[config.mk]
export PLATFORM = sky130hd
export DESIGN_NAME = dram_cmd_seq
export DESIGN_NICKNAME = d
export VERILOG_FILES = /design/src/rtl/dram_cmd_pkg.sv /design/src/rtl/dram_cmd_ctrl.sv /design/src/rtl/dram_cmd_dp.sv /design/src/rtl/dram_cmd_seq.sv
export SDC_FILE = /design/constraint.sdc
export NUM_CORES = 1
export LEC_CHECK = 0
export BUFFER_PORTS_ARGS = -buffer_cell sky130_fd_sc_hd__buf_2
export CAP_MARGIN = 0
export CORE_MARGIN = 2
export CORE_UTILIZATION = 42
export DETAILED_ROUTE_END_ITERATION = 8
export GPL_ROUTABILITY_DRIVEN = 0
export GPL_TIMING_DRIVEN = 0
export HOLD_SLACK_MARGIN = 0.08
export PLACE_DENSITY = 0.67
export SLEW_MARGIN = 10
export SYNTH_ARGS = -nofsm -noshare
export SYNTH_HDL_FRONTEND = slang
export SYNTH_HIERARCHICAL = 1
export SYNTH_SLANG_ARGS = --single-unit
[constraint.sdc]
create_clock -name clk -period 2.8 [get_ports clk]
set_input_delay 0.56 -clock clk [delete_from_list [all_inputs] [get_ports clk]]
set_output_delay 0.56 -clock clk [all_outputs]
set_load 0.1 [all_outputs]
[src/rtl/dram_cmd_pkg.sv]
package dram_cmd_pkg;

  typedef enum logic [3:0] {
    OP_NOP       = 4'd0,
    OP_DESEL     = 4'd1,
    OP_MODE      = 4'd2,
    OP_REFRESH   = 4'd3,
    OP_PRECHARGE = 4'd4,
    OP_ACTIVATE  = 4'd5,
    OP_READ      = 4'd6,
    OP_WRITE     = 4'd7,
    OP_PDOWN     = 4'd8,
    OP_SELFREF   = 4'd9,
    OP_PWRUP     = 4'd10
  } reqOp_e;

  // Strobes from control to datapath for one clock.
  typedef struct packed {
    logic issue;   // encode the offered request this edge
    logic sleep;   // filler is a low-power hold instead of NOP
  } ctrlStrobe_t;

  typedef struct packed {
    logic cke;
    logic csN;
    logic rasN;
    logic casN;
    logic weN;
  } pinSet_t;

  function automatic pinSet_t mkPins(input logic cke, input logic cs,
                                     input logic ras, input logic cas,
                                     input logic we);
    pinSet_t p;
    p.cke  = cke;
    p.csN  = cs;
    p.rasN = ras;
    p.casN = cas;
    p.weN  = we;
    return p;
  endfunction

  localparam pinSet_t PINS_NOP   = '{cke: 1'b1, csN: 1'b0, rasN: 1'b1, casN: 1'b1, weN: 1'b1};
  localparam pinSet_t PINS_SLEEP = '{cke: 1'b0, csN: 1'b1, rasN: 1'b1, casN: 1'b1, weN: 1'b1};

endpackage

[src/rtl/dram_cmd_ctrl.sv]
module dram_cmd_ctrl
  import dram_cmd_pkg::*;
#(
  parameter int CKE_LOW_CYCLES  = 10,
  parameter int INIT_NOP_CYCLES = 40000,
  parameter int GAP_W           = 4
) (
  input  logic             clk,
  input  logic             rstN,
  input  logic             reqValid,
  input  logic [3:0]       reqOp,
  input  logic [GAP_W-1:0] reqGap,
  output logic             reqReady,
  output ctrlStrobe_t      strobe
);

  localparam int PU_MAX = (CKE_LOW_CYCLES > INIT_NOP_CYCLES) ? CKE_LOW_CYCLES : INIT_NOP_CYCLES;
  localparam int PU_W   = $clog2(PU_MAX + 1);
  localparam int CNT_W  = (PU_W > GAP_W) ? PU_W : GAP_W;
  localparam logic [CNT_W-1:0] LOW_LOAD = CNT_W'(CKE_LOW_CYCLES - 1);
  localparam logic [CNT_W-1:0] NOP_LOAD = CNT_W'(INIT_NOP_CYCLES - 1);

  typedef enum logic [1:0] {
    ST_PU_LOW,
    ST_PU_NOP,
    ST_IDLE,
    ST_GAP
  } seqState_e;

  seqState_e        state;
  logic [CNT_W-1:0] cnt;
  logic             lowPower;
  logic             accept;
  logic             cntZero;
  logic             sleepOp;

  assign reqReady = (state == ST_IDLE);

  always_comb begin
    accept       = reqValid && reqReady;
    cntZero      = (cnt == '0);
    sleepOp      = (reqOp == OP_PDOWN) || (reqOp == OP_SELFREF);
    strobe.issue = accept;
    unique case (state)
      ST_PU_LOW: strobe.sleep = !cntZero;
      ST_PU_NOP: strobe.sleep = 1'b0;
      default:   strobe.sleep = lowPower;
    endcase
  end

  always_ff @(posedge clk or negedge rstN) begin
    if (!rstN) begin
      state    <= ST_PU_LOW;
      cnt      <= LOW_LOAD;
      lowPower <= 1'b0;
    end else begin
      unique case (state)
        ST_PU_LOW: begin
          if (cntZero) begin
            state <= ST_PU_NOP;
            cnt   <= NOP_LOAD;
          end else begin
            cnt <= cnt - 1'b1;
          end
        end
        ST_PU_NOP, ST_GAP: begin
          if (cntZero) state <= ST_IDLE;
          else         cnt   <= cnt - 1'b1;
        end
        ST_IDLE: begin
          if (accept) begin
            lowPower <= sleepOp;
            if (reqOp == OP_PWRUP) begin
              state <= ST_PU_LOW;
              cnt   <= LOW_LOAD;
            end else if (reqGap != '0) begin
              state <= ST_GAP;
              cnt   <= CNT_W'(reqGap) - CNT_W'(1);
            end
          end
        end
        default: state <= ST_IDLE;
      endcase
    end
  end

endmodule

[src/rtl/dram_cmd_dp.sv]
module dram_cmd_dp
  import dram_cmd_pkg::*;
#(
  parameter int BA_W   = 2,
  parameter int ADDR_W = 14,
  parameter int COL_W  = 11
) (
  input  logic              clk,
  input  logic              rstN,
  input  ctrlStrobe_t       strobe,
  input  logic [3:0]        reqOp,
  input  logic [BA_W-1:0]   reqBank,
  input  logic [ADDR_W-1:0] reqAddr,
  input  logic [COL_W-1:0]  reqCol,
  input  logic              reqFlag,
  output pinSet_t           pins,
  output logic [BA_W-1:0]   memBa,
  output logic [ADDR_W-1:0] memAddr,
  output logic [2:0]        casLat,
  output logic [2:0]        addLat,
  output logic              burstOrder,
  output logic [7:0]        burstLen,
  output logic [3:0]        readLat,
  output logic [3:0]        writeLat
);

  localparam int AP_BIT  = 10;   // flag position, skipped by the column map
  localparam int COL_LOW = 10;   // column bits that map straight across

  logic [ADDR_W-1:0] colMapped;
  logic [ADDR_W-1:0] apOnly;
  logic [6:0]        modeCopy;   // fields of the mode register that are decoded
  logic [2:0]        extAl;      // additive latency field of the extended register
  pinSet_t           nxtPins;
  logic [BA_W-1:0]   nxtBa;
  logic [ADDR_W-1:0] nxtAddr;
  logic              modeWr;

  // Column to address mapping with bit 10 reserved for the flag.
  for (genvar b = 0; b < ADDR_W; b++) begin : g_colmap
    if (b < COL_LOW) begin : g_low
      if (b < COL_W) begin : g_src
        assign colMapped[b] = reqCol[b];
      end else begin : g_pad
        assign colMapped[b] = 1'b0;
      end
    end else if (b == AP_BIT) begin : g_ap
      assign colMapped[b] = reqFlag;
    end else begin : g_high
      if (b - 1 < COL_W) begin : g_src
        assign colMapped[b] = reqCol[b-1];
      end else begin : g_pad
        assign colMapped[b] = 1'b0;
      end
    end
  end

  assign apOnly = ADDR_W'(reqFlag) << AP_BIT;
  assign modeWr = strobe.issue && (reqOp == OP_MODE);

  always_comb begin
    nxtPins = strobe.sleep ? PINS_SLEEP : PINS_NOP;
    nxtBa   = '0;
    nxtAddr = '0;
    if (strobe.issue) begin
      unique case (reqOp)
        OP_DESEL:     nxtPins = mkPins(1'b1, 1'b1, 1'b1, 1'b1, 1'b1);
        OP_MODE: begin
          nxtPins = mkPins(1'b1, 1'b0, 1'b0, 1'b0, 1'b0);
          nxtBa   = reqBank;
          nxtAddr = reqAddr;
        end
        OP_REFRESH:   nxtPins = mkPins(1'b1, 1'b0, 1'b0, 1'b0, 1'b1);
        OP_PRECHARGE: begin
          nxtPins = mkPins(1'b1, 1'b0, 1'b0, 1'b1, 1'b0);
          nxtBa   = reqBank;
          nxtAddr = apOnly;
        end
        OP_ACTIVATE: begin
          nxtPins = mkPins(1'b1, 1'b0, 1'b0, 1'b1, 1'b1);
          nxtBa   = reqBank;
          nxtAddr = reqAddr;
        end
        OP_READ: begin
          nxtPins = mkPins(1'b1, 1'b0, 1'b1, 1'b0, 1'b1);
          nxtBa   = reqBank;
          nxtAddr = colMapped;
        end
        OP_WRITE: begin
          nxtPins = mkPins(1'b1, 1'b0, 1'b1, 1'b0, 1'b0);
          nxtBa   = reqBank;
          nxtAddr = colMapped;
        end
        OP_PDOWN:     nxtPins = PINS_SLEEP;
        OP_SELFREF:   nxtPins = mkPins(1'b0, 1'b0, 1'b0, 1'b0, 1'b1);
        OP_PWRUP:     nxtPins = PINS_SLEEP;
        default:      nxtPins = PINS_NOP;
      endcase
    end
  end

  always_ff @(posedge clk or negedge rstN) begin
    if (!rstN) begin
      pins     <= PINS_SLEEP;
      memBa    <= '0;
      memAddr  <= '0;
      modeCopy <= '0;
      extAl    <= '0;
    end else begin
      pins    <= nxtPins;
      memBa   <= nxtBa;
      memAddr <= nxtAddr;
      if (modeWr && reqBank == BA_W'(0)) modeCopy <= reqAddr[6:0];
      if (modeWr && reqBank == BA_W'(1)) extAl    <= reqAddr[5:3];
    end
  end

  // Live latency decode from the shadow copies.
  always_comb begin
    casLat     = modeCopy[6:4];
    burstOrder = modeCopy[3];
    burstLen   = 8'd1 << modeCopy[2:0];
    addLat     = extAl;
    readLat    = {1'b0, casLat} + {1'b0, addLat};
    writeLat   = readLat - 4'd1;
  end

endmodule

[src/rtl/dram_cmd_seq.sv]
module dram_cmd_seq
  import dram_cmd_pkg::*;
#(
  parameter int BA_W            = 2,
  parameter int ADDR_W          = 14,
  parameter int COL_W           = 11,
  parameter int GAP_W           = 4,
  parameter int CKE_LOW_CYCLES  = 10,
  parameter int INIT_NOP_CYCLES = 40000
) (
  input  logic              clk,
  input  logic              rstN,
  input  logic              reqValid,
  output logic              reqReady,
  input  logic [3:0]        reqOp,
  input  logic [BA_W-1:0]   reqBank,
  input  logic [ADDR_W-1:0] reqAddr,
  input  logic [COL_W-1:0]  reqCol,
  input  logic              reqFlag,
  input  logic [GAP_W-1:0]  reqGap,
  output logic              memCke,
  output logic              memCsN,
  output logic              memRasN,
  output logic              memCasN,
  output logic              memWeN,
  output logic [BA_W-1:0]   memBa,
  output logic [ADDR_W-1:0] memAddr,
  output logic [2:0]        casLat,
  output logic [2:0]        addLat,
  output logic              burstOrder,
  output logic [7:0]        burstLen,
  output logic [3:0]        readLat,
  output logic [3:0]        writeLat
);

  ctrlStrobe_t strobe;
  pinSet_t     pins;

  dram_cmd_ctrl #(
    .CKE_LOW_CYCLES (CKE_LOW_CYCLES),
    .INIT_NOP_CYCLES(INIT_NOP_CYCLES),
    .GAP_W          (GAP_W)
  ) ctrl (
    .clk     (clk),
    .rstN    (rstN),
    .reqValid(reqValid),
    .reqOp   (reqOp),
    .reqGap  (reqGap),
    .reqReady(reqReady),
    .strobe  (strobe)
  );

  dram_cmd_dp #(
    .BA_W  (BA_W),
    .ADDR_W(ADDR_W),
    .COL_W (COL_W)
  ) dp (
    .clk       (clk),
    .rstN      (rstN),
    .strobe    (strobe),
    .reqOp     (reqOp),
    .reqBank   (reqBank),
    .reqAddr   (reqAddr),
    .reqCol    (reqCol),
    .reqFlag   (reqFlag),
    .pins      (pins),
    .memBa     (memBa),
    .memAddr   (memAddr),
    .casLat    (casLat),
    .addLat    (addLat),
    .burstOrder(burstOrder),
    .burstLen  (burstLen),
    .readLat   (readLat),
    .writeLat  (writeLat)
  );

  assign memCke  = pins.cke;
  assign memCsN  = pins.csN;
  assign memRasN = pins.rasN;
  assign memCasN = pins.casN;
  assign memWeN  = pins.weN;

endmodule

Word level (Yosys, flattened, before mapping)
Index checks and enable logic that the tools add are counted.
- register bits: 50
- output and inout port bits: 45
- bits of input ports: 39
- add/subtract/negate cells: 4
- shift-type cells: 1
- equality and inequality tests: 19
- reduce and logical (&&, ||, !) cells: 18
- mux-type cells: 20
- operators by type and width (cell ; count):
    $mux W16 ; 5
    $pmux W16 S3 ; 1
    $pmux W5 S9 ; 1
    $pmux W14 S3 ; 1
    $eq A4 B3 Y1 const B ; 4
    $logic_not A16 Y1 ; 1
    $sub A16 B1 Y16 const B ; 1
    $mux W14 ; 1
    $mux W2 ; 7
    $eq A4 B4 Y1 const B ; 3
    $mux W5 ; 2
    $eq A4 B2 Y1 const B ; 2
    $reduce_or A2 Y1 ; 4
    $shl A1 B3 Y8 const A ; 1
    $pmux W2 S3 ; 1
    $reduce_or A5 Y1 ; 1
    $sub A4 B1 Y5 const B ; 1
    $add A3 B3 Y4 ; 1
    $eq A2 B1 Y1 const B ; 2
    $eq A2 B2 Y1 const B ; 2
    $eq A4 B1 Y1 const B ; 1
    $logic_and A1 B1 Y1 ; 4
    $logic_not A2 Y1 ; 2
    $ne A2 B1 Y1 const B ; 2
    other kinds (10) ; 11

Logic depth before layout (Yosys ltp)
- depth after elaboration: 5
- depth in mapped cells: 11

Hierarchy
The synthesis kept the hierarchy.
- modules (own cells, without submodules) (module ; area an instance (um^2) ; cells an instance ; times used ; seq. area each (um^2)):
    dram_cmd_dp ; 1539.0 ; 128 ; 1 ; 780.7
    dram_cmd_ctrl ; 1346.3 ; 153 ; 1 ; 478.0

Worst setup path after synthesis
No wires, ideal clock.
- path type: flip-flop to output port
- start: reg dp.extAl[0], in the netlist dp/addLat[0]
- end: out writeLat[3]
- path buffers: 0
- setup slack: -2.716 ns
- arrival time: 4.956 ns
- required time: 2.240 ns
- cell stages (with the launch flop): 7
- path through: dfrtp_1 ha_1 inv_1 fa_1 xnor2_1 nor3_1 xor2_1
- longest elaborated chain between the ends: 2
- ends and longest elaborated chain (element ; RTL line ; text):
    start: declaration ; dram_cmd_dp.sv:33 ; logic [2:0] extAl;
    start signal: assignment ; dram_cmd_dp.sv:114 ; if (modeWr && reqBank == BA_W'(1)) extAl <= reqAddr[5:3];
    $add A3 B3 Y4 ; dram_cmd_dp.sv:124 ; readLat = {1'b0, casLat} + {1'b0, addLat};
    net readLat[2] ; dram_cmd_seq.sv:32 ; output logic [3:0] readLat,
    $sub A4 B1 Y4 ; dram_cmd_dp.sv:125 ; writeLat = readLat - 4'd1;
    end: declaration ; dram_cmd_seq.sv:33 ; output logic [3:0] writeLat
The timed path passes the listed nets, and every way through them passes these cells.

Worst setup path in the final report
- start: reg dp.extAl[0], in the netlist dp/addLat[0]
- end: out writeLat[1]
- longest elaborated chain between the ends: 2
- ends and longest elaborated chain (element ; RTL line):
    $add A3 B3 Y4 ; dram_cmd_dp.sv:124
    $sub A4 B1 Y4 ; dram_cmd_dp.sv:125
No other way between the ends.

==> flow_metrics.env <==
export IMPL_ios=84
export IMPL_cp_start_kind="flop"
export IMPL_via_per_inst=5.33
export IMPL_crit_path_max_fanout=3
export IMPL_r2r_slack_ps=230
export IMPL_insertion_delay_ps=300
export IMPL_cts_hold_buf=0
export IMPL_postCtsSetupBuffers=0
export IMPL_fill_cells=621
export IMPL_io_buffers=83
export IMPL_finalWirelength_um=6810
export IMPL_met1_usage_pct=25.0
export IMPL_grt_use_met2_pct=30.3
export IMPL_seq_area_frac_synth_pct=43.6
export IMPL_period_minus_slack_ps=2720
export IMPL_hold_violations=0
export IMPL_cts_tree="done"
export IMPL_grt_max_degree=51
export IMPL_drt_iter0_drc=144
export IMPL_worstPathArrival_ps=2160
export IMPL_ant_nets=0
export IMPL_instances_no_fill=452
export IMPL_hold_path_class="in2async"
export IMPL_p_leak_nw=1.77
export IMPL_synthDistinctLibCells=67
export IMPL_track_usage_pct=18.4
export IMPL_root_buffer="clkbuf_8"
export IMPL_syn_area_mm2=0.00289
export IMPL_cts_inserted_buffers=5
export IMPL_rows=30
export IMPL_outcome="completed"
export IMPL_hpwl_um=5060
export IMPL_vias=2411
export IMPL_postSynthAreaPerCell_um2=10.3
export IMPL_diodes=0
export IMPL_grt_pass1_wl_um=11000
export IMPL_synth_cells=281
export IMPL_async_flop_share_pct=100
export IMPL_grt_setup_unrepaired="true"
export IMPL_syn_num_nets=328
export IMPL_grt_met3_usage_pct=3.32
export IMPL_finClkSkew_ps=10.8
export IMPL_syn_to_final_growth_pct=25.7
export IMPL_end_kind="output pin"
export IMPL_drv_slew=0
export IMPL_drive_above_1_share_pct=43.5
export IMPL_clock_sinks=50
export IMPL_tightest_slew_ps=653
export IMPL_finalCritPeriodShare_pct=97.3
export IMPL_setup_violations=0
export IMPL_ys_ff_latch=50
export IMPL_synth_edff_count=0
export IMPL_critPathKind="reg2out"
export IMPL_startpoint="dp/addLat[0]"
export IMPL_synth_main_ff_cell="dfrtp_1"
export IMPL_r2r_start="ctrl/state[1]"
export IMPL_grt_pass1_vias=2200
export IMPL_clock_path_buffers=2
export IMPL_drc_errors=0
export IMPL_clkTransAtPathRegs_ps=90
export IMPL_die_x_um=86.9
export IMPL_worst_slack_ps=75.9
export IMPL_grt_busiest_layer="met2"
export IMPL_post_drt_wl_per_cell_um=15.1
export IMPL_timing_fmax_mhz=367
export IMPL_cts_htree_levels=2
export IMPL_place_inst=444
export IMPL_ys_warn_count=6
export IMPL_overflow=0
export IMPL_start_util_pct=42.9
export IMPL_place_ws_ps=87.2
export IMPL_dr_pass1_iters=4
export IMPL_ir_worst_vdd_mv=0.394
export IMPL_die_y_um=86.9
export IMPL_core_area_mm2=0.00672
export IMPL_cp_required_ps=2240
export IMPL_p_per_area_mw_per_mm2=455
export IMPL_relSlewSlack_pct=56.4
export IMPL_antenna_found_initial=0
export IMPL_fin_nets=418
export IMPL_maxCapViolations=0
export IMPL_fp_dieArea_mm2=0.00755
## layout make-up
cell class | count | area (µm²) | area share (%)
Buffer | 18 | 128 | 3.52
Timing Repair Buffer | 83 | 453 | 12.5
Multi-Input combinational cell | 194 | 1520 | 41.8
Sequential cell | 50 | 1260 | 34.9
Tap cell | 80 | 100 | 2.76
Clock buffer | 6 | 72.6 | 2.00
Inverter | 19 | 78.8 | 2.17
Clock inverter | 2 | 15.0 | 0.414
## sequential cells by signal, indices dropped and copies added (netlist names)
register	count
dp/memBa	2
dp/modeCopy	7
dp/addLat	3
ctrl/lowPower	1
dp/memAddr	14
ctrl/state	2
ctrl/cnt	16
dp/pins	5
## per-layer routing
layer | share of wire, % | wire [µm]
met1 | 46 | 3160
met4 | 0.50 | 34
met2 | 48 | 3270
met3 | 5.1 | 348
met5 | 0 | 0
## cells in the mapped netlist, drive strengths merged (6+ instances only)
library cell	number	area, µm²
dfrtp	44	1100
nor2	21	78.8
a21oi	19	110
inv	19	71.3
o21ai	17	85.1
nand2	14	52.6
a22o	13	128
buf	12	93.8
mux2	10	113
nor3	10	50.1
nor3b	8	60.1
a31oi	7	43.8
ha	7	87.6
clkbuf	6	33.8
dfstp	6	158
## timing repair
item                                    4_1_cts  5_1_grt
endpoints found under the setup margin        3        3
pin swaps                                     0        3
resized for setup                             5        7
## worst paths after layout
path / depth (start not counted) / endpoint
max: 6 / writeLat[1]
min: 1 / ctrl/cnt[1]
max reg2reg: 10 / dp/addLat[1]
min reg2reg: 2 / ctrl/lowPower
max in group asynchronous: 1 / dp/addLat[0]
min in group clk: 2 / dp/memAddr[12]
## per-stage QoR
stage	area (µm²)	utilization (%)	hold WS (ps)	total power, mW	TNS [ps]
after floorplan	2980	-	264	1.13	-2800
after global placement	3490	52.0	471	1.23	0
after detailed placement	3490	52.0	486	1.24	0
after CTS	3600	53.6	455	1.67	-11.8
after global routing	3630	54.0	320	1.76	-35.6
final	3630	54.0	282	1.65	0
## placed cells by master (no fill, tap or decap), types with 7 or more instances in the layout
master	instances
a21oi_1	17
a22o_2	11
a31oi_1	7
buf_2	81
buf_4	8
dfrtp_1	41
inv_1	17
mux2_2	10
nand2_1	14
nor2_1	21
nor3_1	9
nor3b_1	7
o21ai_0	16
## where the power goes
| group | total (mW) | switching, mW | internal (mW) |
|---|---|---|---|
| clock network | 0.418 | 0.241 | 0.177 |
| logic | 0.309 | 0.158 | 0.151 |
| registers | 0.925 | 0.121 | 0.803 |
| total | 1.65 | 0.521 | 1.13 |
## worst max-delay path, stage by stage (launching register included)
cell        delay, ps
dfrtp_4           510
ha_4              170
inv_1              60
fa_2              440
ha_1              340
clkinvlp_4         70
buf_4             280
## kinds of logic after synthesis
logic type	Yosys count	synth area share, %
AO/OA/AOI/OAI	78	19.6
XOR/XNOR	6	1.82
adder cells (fa/ha/maj)	8	3.73
buffers and inverters	37	6.89
flip-flops	50	43.6
multiplexers	11	4.25
AND/OR/NAND/NOR	91	20.1
(Power assumes the default switching activity.)
